[src/rtl/cpp_pkg.sv]
package cpp_pkg;
    localparam int BYTE_W    = 8;
    localparam int SAMP_W    = 16;
    localparam int FRAME_MAX = 4;
    localparam int CHANS     = 2;
    localparam int ULAW_BIAS = 132;
    localparam int ULAW_CLIP = 32635;

    localparam logic [2:0] FMT_U8   = 3'd0;
    localparam logic [2:0] FMT_ULAW = 3'd1;
    localparam logic [2:0] FMT_S16  = 3'd2;

    localparam logic [BYTE_W-1:0] IDX_RST   = 8'h40;
    localparam logic [BYTE_W-1:0] LOCK_READ = 8'h80;

    typedef struct packed {
        logic       stereo;
        logic [2:0] code;
    } fmt_cfg_t;

    typedef logic [FRAME_MAX-1:0][BYTE_W-1:0] frame_t;

    function automatic logic is_wide(logic [2:0] c);
        return !(c == FMT_U8 || c == FMT_ULAW);
    endfunction

    function automatic logic [2:0] frame_len(fmt_cfg_t f);
        logic [2:0] n;
        n = is_wide(f.code) ? 3'd2 : 3'd1;
        if (f.stereo) n = n << 1;
        return n;
    endfunction

    function automatic logic [SAMP_W-1:0] ulaw_expand(logic [BYTE_W-1:0] cw);
        logic [BYTE_W-1:0] u;
        logic [SAMP_W-1:0] t;
        u = ~cw;
        t = {8'd0, 1'b0, u[3:0], 3'b000} + 16'(ULAW_BIAS);
        t = t << u[6:4];
        t = t - 16'(ULAW_BIAS);
        return u[7] ? (~t + 16'd1) : t;
    endfunction

    function automatic logic [BYTE_W-1:0] ulaw_compress(logic [SAMP_W-1:0] s);
        logic [SAMP_W-1:0] m;
        logic [2:0]        e;
        logic [3:0]        mt;
        m = s[15] ? (~s + 16'd1) : s;
        if (m > 16'(ULAW_CLIP)) m = 16'(ULAW_CLIP);
        m = m + 16'(ULAW_BIAS);
        casez (m[14:7])
            8'b1???????: e = 3'd7;
            8'b01??????: e = 3'd6;
            8'b001?????: e = 3'd5;
            8'b0001????: e = 3'd4;
            8'b00001???: e = 3'd3;
            8'b000001??: e = 3'd2;
            8'b0000001?: e = 3'd1;
            default:     e = 3'd0;
        endcase
        mt = m[{1'b0, e} + 4'd3 +: 4];
        return ~{s[15], e, mt};
    endfunction

    function automatic logic [SAMP_W-1:0] to_lin(logic [2:0] c, logic [BYTE_W-1:0] b);
        if (c == FMT_ULAW) return ulaw_expand(b);
        return {~b[7], b[6:0], 8'h00};
    endfunction

    function automatic logic [BYTE_W-1:0] to_byte(logic [2:0] c, logic [SAMP_W-1:0] s);
        if (c == FMT_ULAW) return ulaw_compress(s);
        return {~s[15], s[14:8]};
    endfunction
endpackage

[src/rtl/cpp_ctrl.sv]
module cpp_ctrl
    import cpp_pkg::*;
(
    input  logic              clk,
    input  logic              rst,
    input  logic              init_busy,
    input  logic              host_wr,
    input  logic [1:0]        host_addr,
    input  logic [BYTE_W-1:0] host_wdata,
    input  logic              ovr_set,
    input  logic              unr_set,
    output fmt_cfg_t          cfg,
    output logic [BYTE_W-1:0] reg_rdata
);
    logic [BYTE_W-1:0] idx_q;
    fmt_cfg_t          cfg_q;
    logic              ovr_q, unr_q;
    logic              wr_idx, wr_ind, clr_stat;
    logic [3:0]        sel;

    assign sel      = idx_q[3:0];
    assign wr_idx   = host_wr && host_addr == 2'd0 && !init_busy;
    assign wr_ind   = host_wr && host_addr == 2'd1;
    assign clr_stat = wr_ind && sel == 4'd1;

    always_ff @(posedge clk) begin
        if (rst) begin
            idx_q <= IDX_RST;
            cfg_q <= '0;
            ovr_q <= 1'b0;
            unr_q <= 1'b0;
        end else begin
            if (wr_idx) idx_q <= host_wdata;
            if (wr_ind && sel == 4'd0) cfg_q <= fmt_cfg_t'(host_wdata[3:0]);
            ovr_q <= ovr_set | (ovr_q & ~(clr_stat & host_wdata[0]));
            unr_q <= unr_set | (unr_q & ~(clr_stat & host_wdata[1]));
        end
    end

    assign cfg = cfg_q;

    always_comb begin
        reg_rdata = '0;
        if (host_addr == 2'd0) begin
            reg_rdata = init_busy ? LOCK_READ : idx_q;
        end else if (host_addr == 2'd1) begin
            case (sel)
                4'd0:    reg_rdata = {4'd0, cfg_q};
                4'd1:    reg_rdata = {6'd0, unr_q, ovr_q};
                default: reg_rdata = '0;
            endcase
        end
    end


    init_idx_chk: assert property (@(posedge clk) disable iff (rst)
        init_busy && host_wr && host_addr == 2'd0 |=> $stable(idx_q));

    ovr_set_wins_chk: assert property (@(posedge clk) disable iff (rst)
        ovr_set |=> ovr_q);

    unr_set_wins_chk: assert property (@(posedge clk) disable iff (rst)
        unr_set |=> unr_q);
endmodule

[src/rtl/cpp_play.sv]
module cpp_play
    import cpp_pkg::*;
(
    input  logic              clk,
    input  logic              rst,
    input  fmt_cfg_t          cfg,
    input  logic              wr_en,
    input  logic [BYTE_W-1:0] wdata,
    input  logic              play_req,
    output logic [SAMP_W-1:0] play_l,
    output logic [SAMP_W-1:0] play_r,
    output logic              unr_set
);
    frame_t            bytes_q;
    logic [1:0]        wptr_q;
    logic              full_q;
    logic [SAMP_W-1:0] lin [CHANS];

    for (genvar ch = 0; ch < CHANS; ch++) begin : g_ch
        assign lin[ch] = is_wide(cfg.code) ? {bytes_q[2*ch+1], bytes_q[2*ch]}
                                           : to_lin(cfg.code, bytes_q[ch]);
    end

    assign unr_set = play_req && !full_q;

    always_ff @(posedge clk) begin
        if (rst) begin
            bytes_q <= '0;
            wptr_q  <= '0;
            full_q  <= 1'b0;
            play_l  <= '0;
            play_r  <= '0;
        end else begin
            if (wr_en && !full_q) begin
                bytes_q[wptr_q] <= wdata;
                if ({1'b0, wptr_q} + 3'd1 == frame_len(cfg)) begin
                    wptr_q <= '0;
                    full_q <= 1'b1;
                end else begin
                    wptr_q <= wptr_q + 2'd1;
                end
            end
            if (play_req && full_q) begin
                play_l <= lin[0];
                play_r <= cfg.stereo ? lin[1] : lin[0];
                full_q <= 1'b0;
            end
        end
    end


    unr_hold_chk: assert property (@(posedge clk) disable iff (rst)
        play_req && !full_q |=> $stable(play_l) && $stable(play_r));

    handoff_chk: assert property (@(posedge clk) disable iff (rst)
        play_req && full_q |=> !full_q);

    full_block_chk: assert property (@(posedge clk) disable iff (rst)
        full_q && wr_en |=> $stable(bytes_q));
endmodule

[src/rtl/cpp_capt.sv]
module cpp_capt
    import cpp_pkg::*;
(
    input  logic              clk,
    input  logic              rst,
    input  fmt_cfg_t          cfg,
    input  logic              cap_req,
    input  logic [SAMP_W-1:0] cap_l,
    input  logic [SAMP_W-1:0] cap_r,
    input  logic              rd_en,
    output logic [BYTE_W-1:0] rbyte,
    output logic              ovr_set
);
    frame_t            buf_q, enc;
    logic              held_q;
    logic [1:0]        rptr_q;
    logic [2:0]        len_q;
    logic              last_rd, free;
    logic [SAMP_W-1:0] samp_r;

    assign samp_r = cfg.stereo ? cap_r : cap_l;

    always_comb begin
        if (is_wide(cfg.code))
            enc = {samp_r[15:8], samp_r[7:0], cap_l[15:8], cap_l[7:0]};
        else
            enc = {8'h00, 8'h00, to_byte(cfg.code, samp_r), to_byte(cfg.code, cap_l)};
    end

    assign last_rd = rd_en && held_q && ({1'b0, rptr_q} + 3'd1 == len_q);
    assign free    = !held_q || last_rd;
    assign ovr_set = cap_req && !free;
    assign rbyte   = held_q ? buf_q[rptr_q] : '0;

    always_ff @(posedge clk) begin
        if (rst) begin
            buf_q  <= '0;
            held_q <= 1'b0;
            rptr_q <= '0;
            len_q  <= 3'd1;
        end else begin
            if (rd_en && held_q) begin
                if (last_rd) begin
                    held_q <= 1'b0;
                    rptr_q <= '0;
                end else begin
                    rptr_q <= rptr_q + 2'd1;
                end
            end
            if (cap_req && free) begin
                buf_q  <= enc;
                held_q <= 1'b1;
                rptr_q <= '0;
                len_q  <= frame_len(cfg);
            end
        end
    end


    ovr_keep_chk: assert property (@(posedge clk) disable iff (rst)
        cap_req && held_q && !last_rd |=> $stable(buf_q) && held_q);

    rd_free_chk: assert property (@(posedge clk) disable iff (rst)
        last_rd && !cap_req |=> !held_q);
endmodule

[src/rtl/codec_pio_port.sv]
module codec_pio_port
    import cpp_pkg::*;
(
    input  logic              clk,
    input  logic              rst,
    input  logic              init_busy,
    input  logic [1:0]        host_addr,
    input  logic              host_wr,
    input  logic              host_rd,
    input  logic [7:0]        host_wdata,
    output logic [7:0]        host_rdata,
    input  logic              play_req,
    output logic [15:0]       play_l,
    output logic [15:0]       play_r,
    input  logic              cap_req,
    input  logic [15:0]       cap_l,
    input  logic [15:0]       cap_r
);
    fmt_cfg_t          cfg;
    logic [BYTE_W-1:0] reg_rdata, cap_byte;
    logic              ovr_set, unr_set;
    logic              data_sel, pb_wr, cp_rd;

    assign data_sel = host_addr == 2'd2;
    assign pb_wr    = host_wr && data_sel && !init_busy;
    assign cp_rd    = host_rd && data_sel && !init_busy;

    cpp_ctrl u_ctrl (
        .clk(clk), .rst(rst), .init_busy(init_busy), .host_wr(host_wr),
        .host_addr(host_addr), .host_wdata(host_wdata), .ovr_set(ovr_set),
        .unr_set(unr_set), .cfg(cfg), .reg_rdata(reg_rdata)
    );

    cpp_play u_play (
        .clk(clk), .rst(rst), .cfg(cfg), .wr_en(pb_wr), .wdata(host_wdata),
        .play_req(play_req), .play_l(play_l), .play_r(play_r), .unr_set(unr_set)
    );

    cpp_capt u_capt (
        .clk(clk), .rst(rst), .cfg(cfg), .cap_req(cap_req), .cap_l(cap_l),
        .cap_r(cap_r), .rd_en(cp_rd), .rbyte(cap_byte), .ovr_set(ovr_set)
    );

    always_comb begin
        case (host_addr)
            2'd0, 2'd1: host_rdata = reg_rdata;
            2'd2:       host_rdata = init_busy ? LOCK_READ : cap_byte;
            default:    host_rdata = '0;
        endcase
    end
endmodule

[config.mk]
export PLATFORM = sky130hd
export DESIGN_NAME = codec_pio_port
export DESIGN_NICKNAME = d
export VERILOG_FILES = /design/src/rtl/cpp_pkg.sv /design/src/rtl/cpp_ctrl.sv /design/src/rtl/cpp_play.sv /design/src/rtl/cpp_capt.sv /design/src/rtl/codec_pio_port.sv
export SDC_FILE = /design/constraint.sdc
export NUM_CORES = 1
export LEC_CHECK = 0
export BUFFER_PORTS_ARGS = -buffer_cell sky130_fd_sc_hd__buf_2
export CAP_MARGIN = 5
export CORE_MARGIN = 1.5
export CORE_UTILIZATION = 49
export CTS_BUF_LIST = sky130_fd_sc_hd__clkbuf_2 sky130_fd_sc_hd__clkbuf_4 sky130_fd_sc_hd__clkbuf_8
export DETAILED_ROUTE_END_ITERATION = 8
export PLACE_DENSITY = 0.7
export SLEW_MARGIN = 15
export SYNTH_ARGS = -nofsm -noshare
export SYNTH_HDL_FRONTEND = slang
export SYNTH_HIERARCHICAL = 1
export SYNTH_SLANG_ARGS = --single-unit
[constraint.sdc]
create_clock -name clk -period 5.28 [get_ports clk]
set_input_delay 1.056 -clock clk [delete_from_list [all_inputs] [get_ports clk]]
set_output_delay 1.056 -clock clk [all_outputs]
set_load 0.02 [all_outputs]
==> results of run 1 <==
[metal layers]
metal | share of wire, % | vias up
li1 | - | 5714
met1 | 46 | 5667
met2 | 44 | 590
met3 | 8.0 | 57
met4 | 1.8 | 0
met5 | 0 | -
[state kept, by name, summed over array words and instances (netlist names)]
name	cells
u_ctrl/ovr_q	1
u_ctrl/unr_q	1
u_play/wptr_q	2
u_ctrl/cfg	4
u_play/bytes_q	32
u_capt/rptr_q	2
u_play/play_r	16
u_capt/held_q	1
u_capt/buf_q	32
u_play/full_q	1
u_ctrl/idx_q	8
u_play/play_l	16
u_capt/len_q	3
[where the power goes]
group          total [mW]  switching (mW)  leakage [nW]  internal [mW]
Clock               0.958           0.367         0.234          0.591
Sequential          0.940          0.0216         0.964          0.919
Combinational       0.774           0.456          3.73          0.319
[logic make-up (layout without fill, tap and decap cells)]
group | Yosys count | count (layout)
AO/OA/AOI/OAI | 474 | 474
XOR/XNOR | 73 | 73
adder cells (fa/ha/maj) | 19 | 19
buffers and inverters | 158 | 309
flip-flops | 119 | 119
multiplexers | 56 | 56
AND/OR/NAND/NOR | 573 | 573
[worst min path at each step]
stage                         endpoint  cells past startpoint
floorplan             u_capt/buf_q[24]                      2
global placement      u_capt/buf_q[21]                      2
detailed placement    u_capt/buf_q[24]                      2
CTS                   u_play/play_r[7]                      2
global route        u_play/bytes_q[17]                      2
finish                u_play/play_l[7]                      2
[metrics by stage]
stage                     TNS (ns)  worst slack [ns]  hold slack, ns
after floorplan           -0.05522          -0.05522          0.4199
after global placement     -0.1374          -0.07611          0.4299
after detailed placement   -0.6172           -0.1714          0.4447
after CTS                        0            0.3003          0.4545
after global routing             0           0.05022          0.4772
final                            0            0.2912          0.4529
[layout make-up]
class,instances,area share (%)
clock buffer,22,2.152
clock inverter,9,1.348
inverter,46,1.338
tap,280,2.715
sequential,119,18.47
multi-input combinational,1195,62.07
timing repair buffer,232,11.91
[worst max-delay path: cells and delay by family (launching register included)]
kind,cells,cell delay [ns]
compound gates,8,2.30
fa+ha+maj,2,0.44
buf+inv,3,0.39
flops,1,0.62
mux,1,0.35
simple gates,6,0.81
[layout by cell type (no fill, tap or decap), types with 10 or more instances in the layout]
master	instances
nand4_1	13
and2_1	23
nand2b_1	17
or3_1	13
dfxtp_1	118
a22oi_1	13
nand3_1	65
o22ai_1	14
inv_1	44
nor2_1	125
a31oi_1	21
nor3_1	38
o31ai_1	11
nand2_1	171
nor4_1	10
o21ai_0	80
mux2_2	12
xor2_1	33
mux2i_1	30
ha_1	18
or2_2	10
xnor2_1	37
buf_2	87
clkbuf_8	18
a221oi_1	15
a21oi_1	111
a211oi_1	15
nor2b_1	13
o211ai_1	26
o21ai_1	11
buf_4	144
==> flow_metrics.py, run 1 <==
metrics = {
    "outcome": {
        "status": "completed",
    },
    "setup_path": {
        "end_kind": "flip-flop",
        "r2r-end": "u_capt/buf_q[9]",
        "crit_arrival_ns": 5.37,
        "setup.worst_path.start_class": "flip-flop",
        "r2r-start": "u_ctrl/cfg[3]",
        "r2r_cells": 20,
        "critical_path.max_fanout": 15,
        "cp-startpoint": "u_ctrl/cfg[3]",
        "cp-endpoint": "u_capt/buf_q[9]",
        "critical_path_class": "flip-flop to flip-flop",
        "crit_chain": "mux2i_1, ha_2, inv_1, a2111o_1, a211o_1, nand4_1, nand3_2, o31a_1, nand2_1, ha_1, buf_4, nand3_1, o31a_1, a21oi_4, and3_1, nor2_1, a2111oi_0, buf_4, a311oi_1, a211oi_1",
        "worst_path_max_delay_cell": "dfxtp_2",
        "reg2reg_slack_ns": 0.29,
        "cp_slowest_stage_delay_ns": 0.62,
        "required_ns": 5.66,
    },
    "global_routing": {
        "grt_pass1_vias": 10800,
        "grtUsageTotal_pct": 30.46,
        "use_met1_pct": 44.21,
        "grt_start_max_net_pins": 60,
        "use_met2_pct": 47.40,
        "grt_antenna_before_repair": 0,
        "met3_usage_pct": 4.281,
        "grt.busiest_layer": "met2",
        "grt.overflow.total": 0,
        "grt_pass1_wl_um": 58200,
    },
    "finish": {
        "multi_input_area_um2": 8010,
        "finish.utilization_pct": 58.59,
        "final_layout_size_suffix_gt1_share_pct": 23.04,
        "fillCellCount": 2054,
        "syn2layout_area_growth_pct": 16.52,
        "ff_latch_area_um2": 2384,
        "nets": 1679,
        "design_area_um2": 12900,
        "final_cells": 1903,
        "antennaDiodeCount": 0,
    },
    "floorplanning": {
        "die_w_um": 153.3,
        "initial_utilization_pct": 50.28,
        "die_h_um": 153.3,
        "io_pins": 89,
        "die_area_um2": 23510,
        "num_rows": 54,
        "core_area_um2": 22030,
    },
    "cts": {
        "post-cts-setup-buffers": 0,
        "path_clk_slew_ns": 0.07,
        "cts_resized": 0,
        "cts_buffers": 17,
        "cts_root_buf": "clkbuf_8",
        "clockBufferDepth": 2,
        "clkSinkCount": 119,
        "cts_max_level": 4,
        "clk_latency_ns": 0.46,
        "hold_buffers": 0,
        "cts_tree": "yes",
    },
    "synthesis": {
        "yosys-top-cells-area": "dfxtp_1, nand2_1, a21oi_1, nor2_1, o21ai_0",
        "synth_edf_count": 0,
        "postSynth.asyncResetShare_pct": 0,
        "muxShareOfSynthArea_pct": 6.383,
        "synth_fa_ha_area_share_pct": 2.146,
        "synth_nets": 1540,
        "synth_largest_area_cell": "dfxtp_1",
        "synth-compound-area-share_pct": 30.68,
        "synthXorXnorAreaFrac_pct": 6.089,
        "synth_seq_cells": 119,
        "syn_area_per_cell_um2": 7.524,
        "ys_types": 119,
        "syn-instance-count": 1472,
        "synth_ff_type": "dfxtp_1",
        "syn_area_um2": 11080,
        "yosys-top-cells-count": "nand2_1, nor2_1, dfxtp_1",
        "ys_seq_area_share_pct": 21.51,
        "synth.top_cell.area_share_pct": 21.51,
        "synth_warnings": 6,
        "synth_top_family_by_area": "compound AO/OA/AOI/OAI gates",
        "yosysMostFrequentCell": "nand2_1",
        "synthSimpleGateAreaFrac_pct": 26.58,
    },
    "routing": {
        "route.detailed.drc": 0,
        "wirelength_um": 36350,
        "avgRoutedWirePerCell_um": 19.10,
        "viasPerCell": 6.321,
        "vias": 12030,
        "firstDrtPassIters": 6,
        "drt-initial-drc-count": 1259,
        "final_antenna_net_count": 0,
    },
    "power": {
        "total_power_mw": 2.673,
        "p_per_area_nw_per_um2": 207.1,
        "peakVddDrop_mv": 0.1663,
        "power_leakage_nw": 4.932,
    },
    "flow_run": {
        "maxCapViolCount": 0,
    },
    "placed_design": {
        "globalplace.congestion": 0.9434,
        "place_area_um2": 12440,
        "dp.cells": 1872,
        "dp_hpwl_um": 27130,
        "io_buffer_count": 88,
    },
    "timing": {
        "tightest_slew_ns": 1.097,
        "skew_ns": 0.01104,
        "final-max-slew-violation-count": 0,
        "max-slew-margin-rel_pct": 25.91,
        "fin_crit_ns": 4.989,
        "finalSetupViolCount": 0,
        "finalCritPeriodShare_pct": 94.48,
        "rsz0062_at_grt": "false",
        "fmax_ghz": 0.2005,
        "hold_viol": 0,
    },
    "worst_hold_path": {
        "min_from": "u_play/play_l[7]",
        "hold_class": "flip-flop to flip-flop",
    },
}
(Power assumes the default switching activity.)
==> run 2, diff against run 1 <==
--- a/config.mk
+++ b/config.mk
@@ -9,9 +9,8 @@
 export CAP_MARGIN = 5
 export CORE_MARGIN = 1.5
 export CORE_UTILIZATION = 49
-export CTS_BUF_LIST = sky130_fd_sc_hd__clkbuf_2 sky130_fd_sc_hd__clkbuf_4 sky130_fd_sc_hd__clkbuf_8
 export DETAILED_ROUTE_END_ITERATION = 8
-export PLACE_DENSITY = 0.7
+export PLACE_DENSITY = 0.67
 export SLEW_MARGIN = 15
 export SYNTH_ARGS = -nofsm -noshare
 export SYNTH_HDL_FRONTEND = slang
==> constraint.sdc (replaced) <==
create_clock -name clk -period 5.6 [get_ports clk]
set_input_delay 1.12 -clock clk [delete_from_list [all_inputs] [get_ports clk]]
set_output_delay 1.12 -clock clk [all_outputs]
set_load 0.02 [all_outputs]
==> flow_metrics.py, run 2 (same netlist as run 1, synthesis figures left out) <==
metrics = {
    "routing": {
        "wirelength_um": 35850,
        "viasPerCell": 6.394,
        "firstDrtPassIters": 8,
        "avgRoutedWirePerCell_um": 19.60,
        "final_antenna_net_count": 0,
        "drt-initial-drc-count": 1060,
        "route.detailed.drc": 0,
        "vias": 11700,
    },
    "timing": {
        "fin_crit_ns": 5.241,
        "fmax_ghz": 0.1908,
        "final-max-slew-violation-count": 0,
        "max-slew-margin-rel_pct": 19.97,
        "whs_ns": 0.4522,
        "timing.setup.tns_ns": 0,
        "skew_ns": 0.007067,
        "hold_viol": 0,
        "finalCritPeriodShare_pct": 93.58,
        "rsz0062_at_grt": "false",
        "tightest_slew_ns": 1.197,
        "finalSetupViolCount": 0,
    },
    "finish": {
        "antennaDiodeCount": 0,
        "final_layout_size_suffix_gt1_share_pct": 19.24,
        "final_cell_mix": "nand2_1, nor2_1, dfxtp_1, a21oi_1, buf_2",
        "reg_top3": "u_capt/buf_q x32, u_play/bytes_q x32",
        "syn2layout_area_growth_pct": 13.14,
        "final_common_cell": "nand2_1",
        "nets": 1604,
    },
    "global_routing": {
        "grt_pass1_vias": 10610,
        "grt.overflow.total": 0,
        "grt_start_max_net_pins": 56,
        "grt_pass1_wl_um": 57550,
        "grtUsageTotal_pct": 30.21,
        "grt_antenna_before_repair": 0,
    },
    "cts": {
        "cts_root_buf": "clkbuf_16",
        "cts_buffers": 17,
        "cts_resized": 0,
        "cts_max_level": 4,
        "cts_tree": "yes",
        "hold_buffers": 0,
        "clkSinkCount": 119,
        "clk_latency_ns": 0.43,
        "path_clk_slew_ns": 0.06,
        "clockBufferDepth": 2,
        "post-cts-setup-buffers": 0,
    },
    "outcome": {
        "status": "completed",
    },
    "power": {
        "p_per_area_nw_per_um2": 223.8,
        "peakVddDrop_mv": 0.2425,
        "power_leakage_nw": 4.654,
    },
    "setup_path": {
        "critical_path.max_fanout": 9,
        "critical_path_class": "primary input to flip-flop",
        "setup.worst_path.start_class": "primary input",
        "required_ns": 5.92,
        "end_kind": "flip-flop",
        "r2r_cells": 18,
        "crit_arrival_ns": 5.56,
    },
    "floorplanning": {
        "io_pins": 89,
        "core_area_um2": 22030,
        "die_area_um2": 23510,
        "die_w_um": 153.3,
        "num_rows": 54,
        "die_h_um": 153.3,
        "initial_utilization_pct": 50.28,
    },
    "placed_design": {
        "dp_hpwl_um": 26220,
        "io_buffer_count": 88,
        "globalplace.congestion": 0.9881,
    },
    "flow_run": {
        "maxCapViolCount": 0,
    },
    "worst_hold_path": {
        "hold_class": "flip-flop to flip-flop",
        "hold_path_depth": 2,
    },
}
## run 2: where the power goes
group          switching, mW  internal [mW]  total [mW]  leakage, nW
clock network          0.412          0.837        1.25        0.325
registers             0.0206          0.867       0.888        0.964
logic                  0.416          0.251       0.667         3.37
total                  0.849           1.95        2.80         4.65
## run 2: worst paths after layout
| kind | slack (ns) | startpoint | to |
|---|---|---|---|
| min | 0.45 | u_play/bytes_q[29] | u_play/bytes_q[29] |
| max | 0.36 | cap_l[1] | u_capt/buf_q[0] |
| min reg2reg | 0.45 | u_play/bytes_q[29] | u_play/bytes_q[29] |
| max reg2reg | 0.41 | u_ctrl/cfg[3] | u_capt/buf_q[8] |
## run 2: stage by stage
stage                     area, um2  power [mW]  setup slack, ns  cells  util [%]
after floorplan               11090       1.355          0.03350   1472         -
after global placement        11850       1.550          0.05293   1797     53.82
after detailed placement      11850       1.553          0.02941   1797     53.82
after CTS                     12530       2.800           0.4676   1829     56.89
after global routing          12530       2.913          0.06333   1829     56.89
final                         12530       2.804           0.3595   1829     56.89
## run 2: routing by layer
layer / share of wire, % / GRT usage, % / up-vias
met4: 1.8 / 8.877 / 0
met3: 7.6 / 4.281 / 53
met1: 47 / 44.26 / 5540
met2: 43 / 45.78 / 535
met5: 0 / 0 / -
li1: - / - / 5567
## run 2: worst max-delay path: stages
cell	delay [ns]
buf_2	0.14
inv_1	0.12
ha_1	0.31
nor4b_2	0.43
a41oi_1	0.24
xnor2_1	0.21
a2111o_1	0.41
nand2b_1	0.18
o21ai_1	0.18
nor2_1	0.07
ha_1	0.20
a21oi_1	0.22
a21oi_1	0.06
nor3_1	0.35
o32a_1	0.24
o221a_2	0.22
mux2_1	0.32
or3_1	0.32
a31o_1	0.21
## run 2: cell type report
type                    count  area [um2]
flip-flops and latches    119        2384
well taps                 280       350.3
clock inverters            15       251.5
repair buffers            157       960.9
multi-input cells        1195        7986
inverters                  46       172.7
fillers                  2112        9495
clock buffers              17       425.4
==> run 3, diff against run 2 <==
--- a/config.mk
+++ b/config.mk
@@ -10,9 +10,9 @@
 export CORE_MARGIN = 1.5
 export CORE_UTILIZATION = 49
 export DETAILED_ROUTE_END_ITERATION = 8
-export PLACE_DENSITY = 0.67
+export GPL_ROUTABILITY_DRIVEN = 1
+export PLACE_DENSITY = 0.79
 export SLEW_MARGIN = 15
 export SYNTH_ARGS = -nofsm -noshare
 export SYNTH_HDL_FRONTEND = slang
-export SYNTH_HIERARCHICAL = 1
 export SYNTH_SLANG_ARGS = --single-unit
==> flow_metrics.py, run 3 <==
metrics = {
    "global_routing": {
        "grt_antenna_before_repair": 1,
        "grtUsageTotal_pct": 29.74,
        "grt_start_max_net_pins": 73,
        "grt_pass1_wl_um": 53720,
        "grt.overflow.total": 0,
        "grt_pass1_vias": 10570,
    },
    "timing": {
        "fin_crit_ns": 5.315,
        "hold_viol": 0,
        "finalWorstSetupSlack_ns": 0.2849,
        "final-max-slew-violation-count": 0,
        "skew_ns": 0.008308,
        "fmax_ghz": 0.1881,
        "max-slew-margin-rel_pct": 33.17,
        "finalCritPeriodShare_pct": 94.91,
        "whs_ns": 0.4462,
        "finalSetupViolCount": 0,
        "tightest_slew_ns": 1.002,
    },
    "floorplanning": {
        "num_rows": 53,
        "die_h_um": 150.1,
        "core_area_um2": 21150,
        "io_pins": 89,
        "initial_utilization_pct": 50.11,
        "die_w_um": 150.1,
        "die_area_um2": 22520,
    },
    "routing": {
        "route.detailed.drc": 0,
        "avgRoutedWirePerCell_um": 18.85,
        "viasPerCell": 6.399,
        "drt-initial-drc-count": 1164,
        "firstDrtPassIters": 5,
        "final_antenna_net_count": 0,
        "wirelength_um": 33370,
        "vias": 11330,
    },
    "setup_path": {
        "cp_slowest_stage_delay_ns": 0.40,
        "r2r_cells": 18,
        "crit_arrival_ns": 5.63,
        "worst_path_max_delay_cell": "nor4b_4",
        "critical_path.max_fanout": 9,
        "worst-path-buf-inv": 1,
        "worst-path-stages": 19,
        "end_kind": "flip-flop",
        "critical_path_class": "primary input to flip-flop",
        "path_delay_family": "compound AO/OA/AOI/OAI gates",
        "reg2reg_slack_ns": 0.55,
        "cpMostUsedCell": "o211a_1",
        "required_ns": 5.92,
        "crit_chain": "buf_2, mux2i_1, ha_2, and4bb_2, o22ai_4, or3_1, nand2_1, a41oi_2, nor4b_4, or3_1, ha_2, nand3_1, o211a_1, mux2_4, o31a_1, o211a_1, mux2i_1, a21o_1, o211a_1",
        "setup.worst_path.start_class": "primary input",
    },
    "finish": {
        "design_area_um2": 12030,
        "reg_top3": "u_capt.buf_q x32, u_play.bytes_q x32",
        "syn2layout_area_growth_pct": 13.53,
        "final_cells": 1770,
        "antennaDiodeCount": 0,
        "final_common_cell": "nand2_1",
        "nets": 1550,
        "final_cell_mix": "nand2_1, nor2_1, a21oi_1, dfxtp_1, buf_2",
        "final_layout_size_suffix_gt1_share_pct": 19.13,
        "fillCellCount": 1931,
    },
    "synthesis": {
        "synth_edf_count": 0,
        "syn_area_per_cell_um2": 7.502,
        "synth_warnings": 0,
        "syn_area_um2": 10600,
        "synth_largest_area_cell": "dfxtp_1",
        "syn-instance-count": 1413,
        "yosys-top-cells-area": "dfxtp_1, nand2_1, a21oi_1, mux2i_1, nor2_1",
        "ys_seq_area_share_pct": 22.47,
        "yosysMostFrequentCell": "nand2_1",
        "synth_ff_type": "dfxtp_1",
        "ys_types": 119,
        "postSynth.asyncResetShare_pct": 0,
        "synth_seq_cells": 119,
        "synth_nets": 1480,
        "yosys-top-cells-count": "nand2_1, nor2_1, dfxtp_1",
        "synth.top_cell.area_share_pct": 22.47,
    },
    "cts": {
        "hold_buffers": 0,
        "cts_buffers": 17,
        "cts_tree": "yes",
        "cts_root_buf": "clkbuf_16",
        "cts_max_level": 4,
        "path_clk_slew_ns": 0.06,
        "clkSinkCount": 119,
        "clk_latency_ns": 0.43,
        "clockBufferDepth": 2,
    },
    "placed_design": {
        "io_buffer_count": 88,
        "globalplace.congestion": 0.9703,
        "dp.cells": 1738,
        "place_area_um2": 11400,
        "dp_hpwl_um": 24270,
        "pre_cts_ws_ns": -0.1652,
    },
    "power": {
        "power.share.clock_pct": 42.7,
        "p_per_area_nw_per_um2": 226.0,
        "p_seq_share_pct": 32.6,
        "comb_power_share_pct": 24.8,
        "power_leakage_nw": 4.428,
        "netSwitchingPower_mw": 0.8433,
        "swShare_pct": 31.01,
        "peakVddDrop_mv": 0.2084,
        "total_power_mw": 2.720,
        "intPower_mw": 1.876,
    },
    "worst_hold_path": {
        "hold_class": "flip-flop to flip-flop",
        "hold_path_depth": 2,
    },
    "outcome": {
        "status": "completed",
    },
    "flow_run": {
        "maxCapViolCount": 0,
    },
}
[run 3: kinds of logic after synthesis]
family                     share of synthesized area [%]
buffers and inverters                              6.976
xor gates and xnor gates                           6.103
DFF                                                22.47
AOI/OAI and AO/OA                                  27.34
adders and majority gates                          2.125
muxes                                              8.215
and+or+nand+nor                                    26.77
[run 3: final cells by class]
| cell class | count | area, um2 | area share [%] |
|---|---|---|---|
| tap | 275 | 344.1 | 2.859 |
| clock inverter | 12 | 176.4 | 1.466 |
| timing repair buffer | 164 | 1026 | 8.526 |
| inverter | 31 | 116.4 | 0.9669 |
| sequential | 119 | 2384 | 19.81 |
| multi-input combinational | 1150 | 7545 | 62.70 |
| clock buffer | 19 | 442.9 | 3.681 |
[run 3: power by group through the flow]
stage / clock, mW / sequential (mW) / combinational, mW
floorplan: 0 / 0.897 / 0.466
global placement: 0 / 0.902 / 0.646
detailed placement: 0 / 0.903 / 0.654
CTS: 1.17 / 0.885 / 0.658
global route: 1.20 / 0.887 / 0.729
finish: 1.16 / 0.886 / 0.674
[run 3: what timing repair did]
action	4_1_cts	5_1_grt
setup endpoints to repair	0	6
buffers inserted	0	1
resized for setup	0	2
[run 3: layer usage]
metal  track usage [%]  vias to the layer above  wire length (um)
met5                 0                        -                 7
met4             16.57                        2              1851
met3             4.085                      142              2393
met2             47.64                      572             15150
met1             38.35                     5274             13970
li1                  -                     5337                 -
[run 3: path summary, 6_finish.rpt]
kind,end,from
worst min-delay path,u_play.play_r[7],u_play.play_r[7]
worst min register to register,u_play.play_r[7],u_play.play_r[7]
worst max-delay path,u_capt.buf_q[9],cap_l[1]
worst max register to register,u_capt.buf_q[9],u_ctrl.cfg[3]
[run 3: through the flow]
step | utilization (%) | TNS (ns)
2_1_floorplan | - | -0.0008047
3_3_place_gp | 53.88 | 0
3_5_place_dp | 53.88 | -0.7030
4_1_cts | 56.80 | 0
5_1_grt | 56.89 | -0.001717
6_report | 56.89 | 0
[run 3: worst register-to-register path, delay by kind of cell, from the launching register on]
kind | cells | cell delay [ns]
mux | 3 | 0.88
fa+ha+maj | 1 | 0.28
simple gates | 5 | 1.02
compound gates | 7 | 1.91
flops | 1 | 0.47
xor+xnor | 1 | 0.13
buf+inv | 1 | 0.27
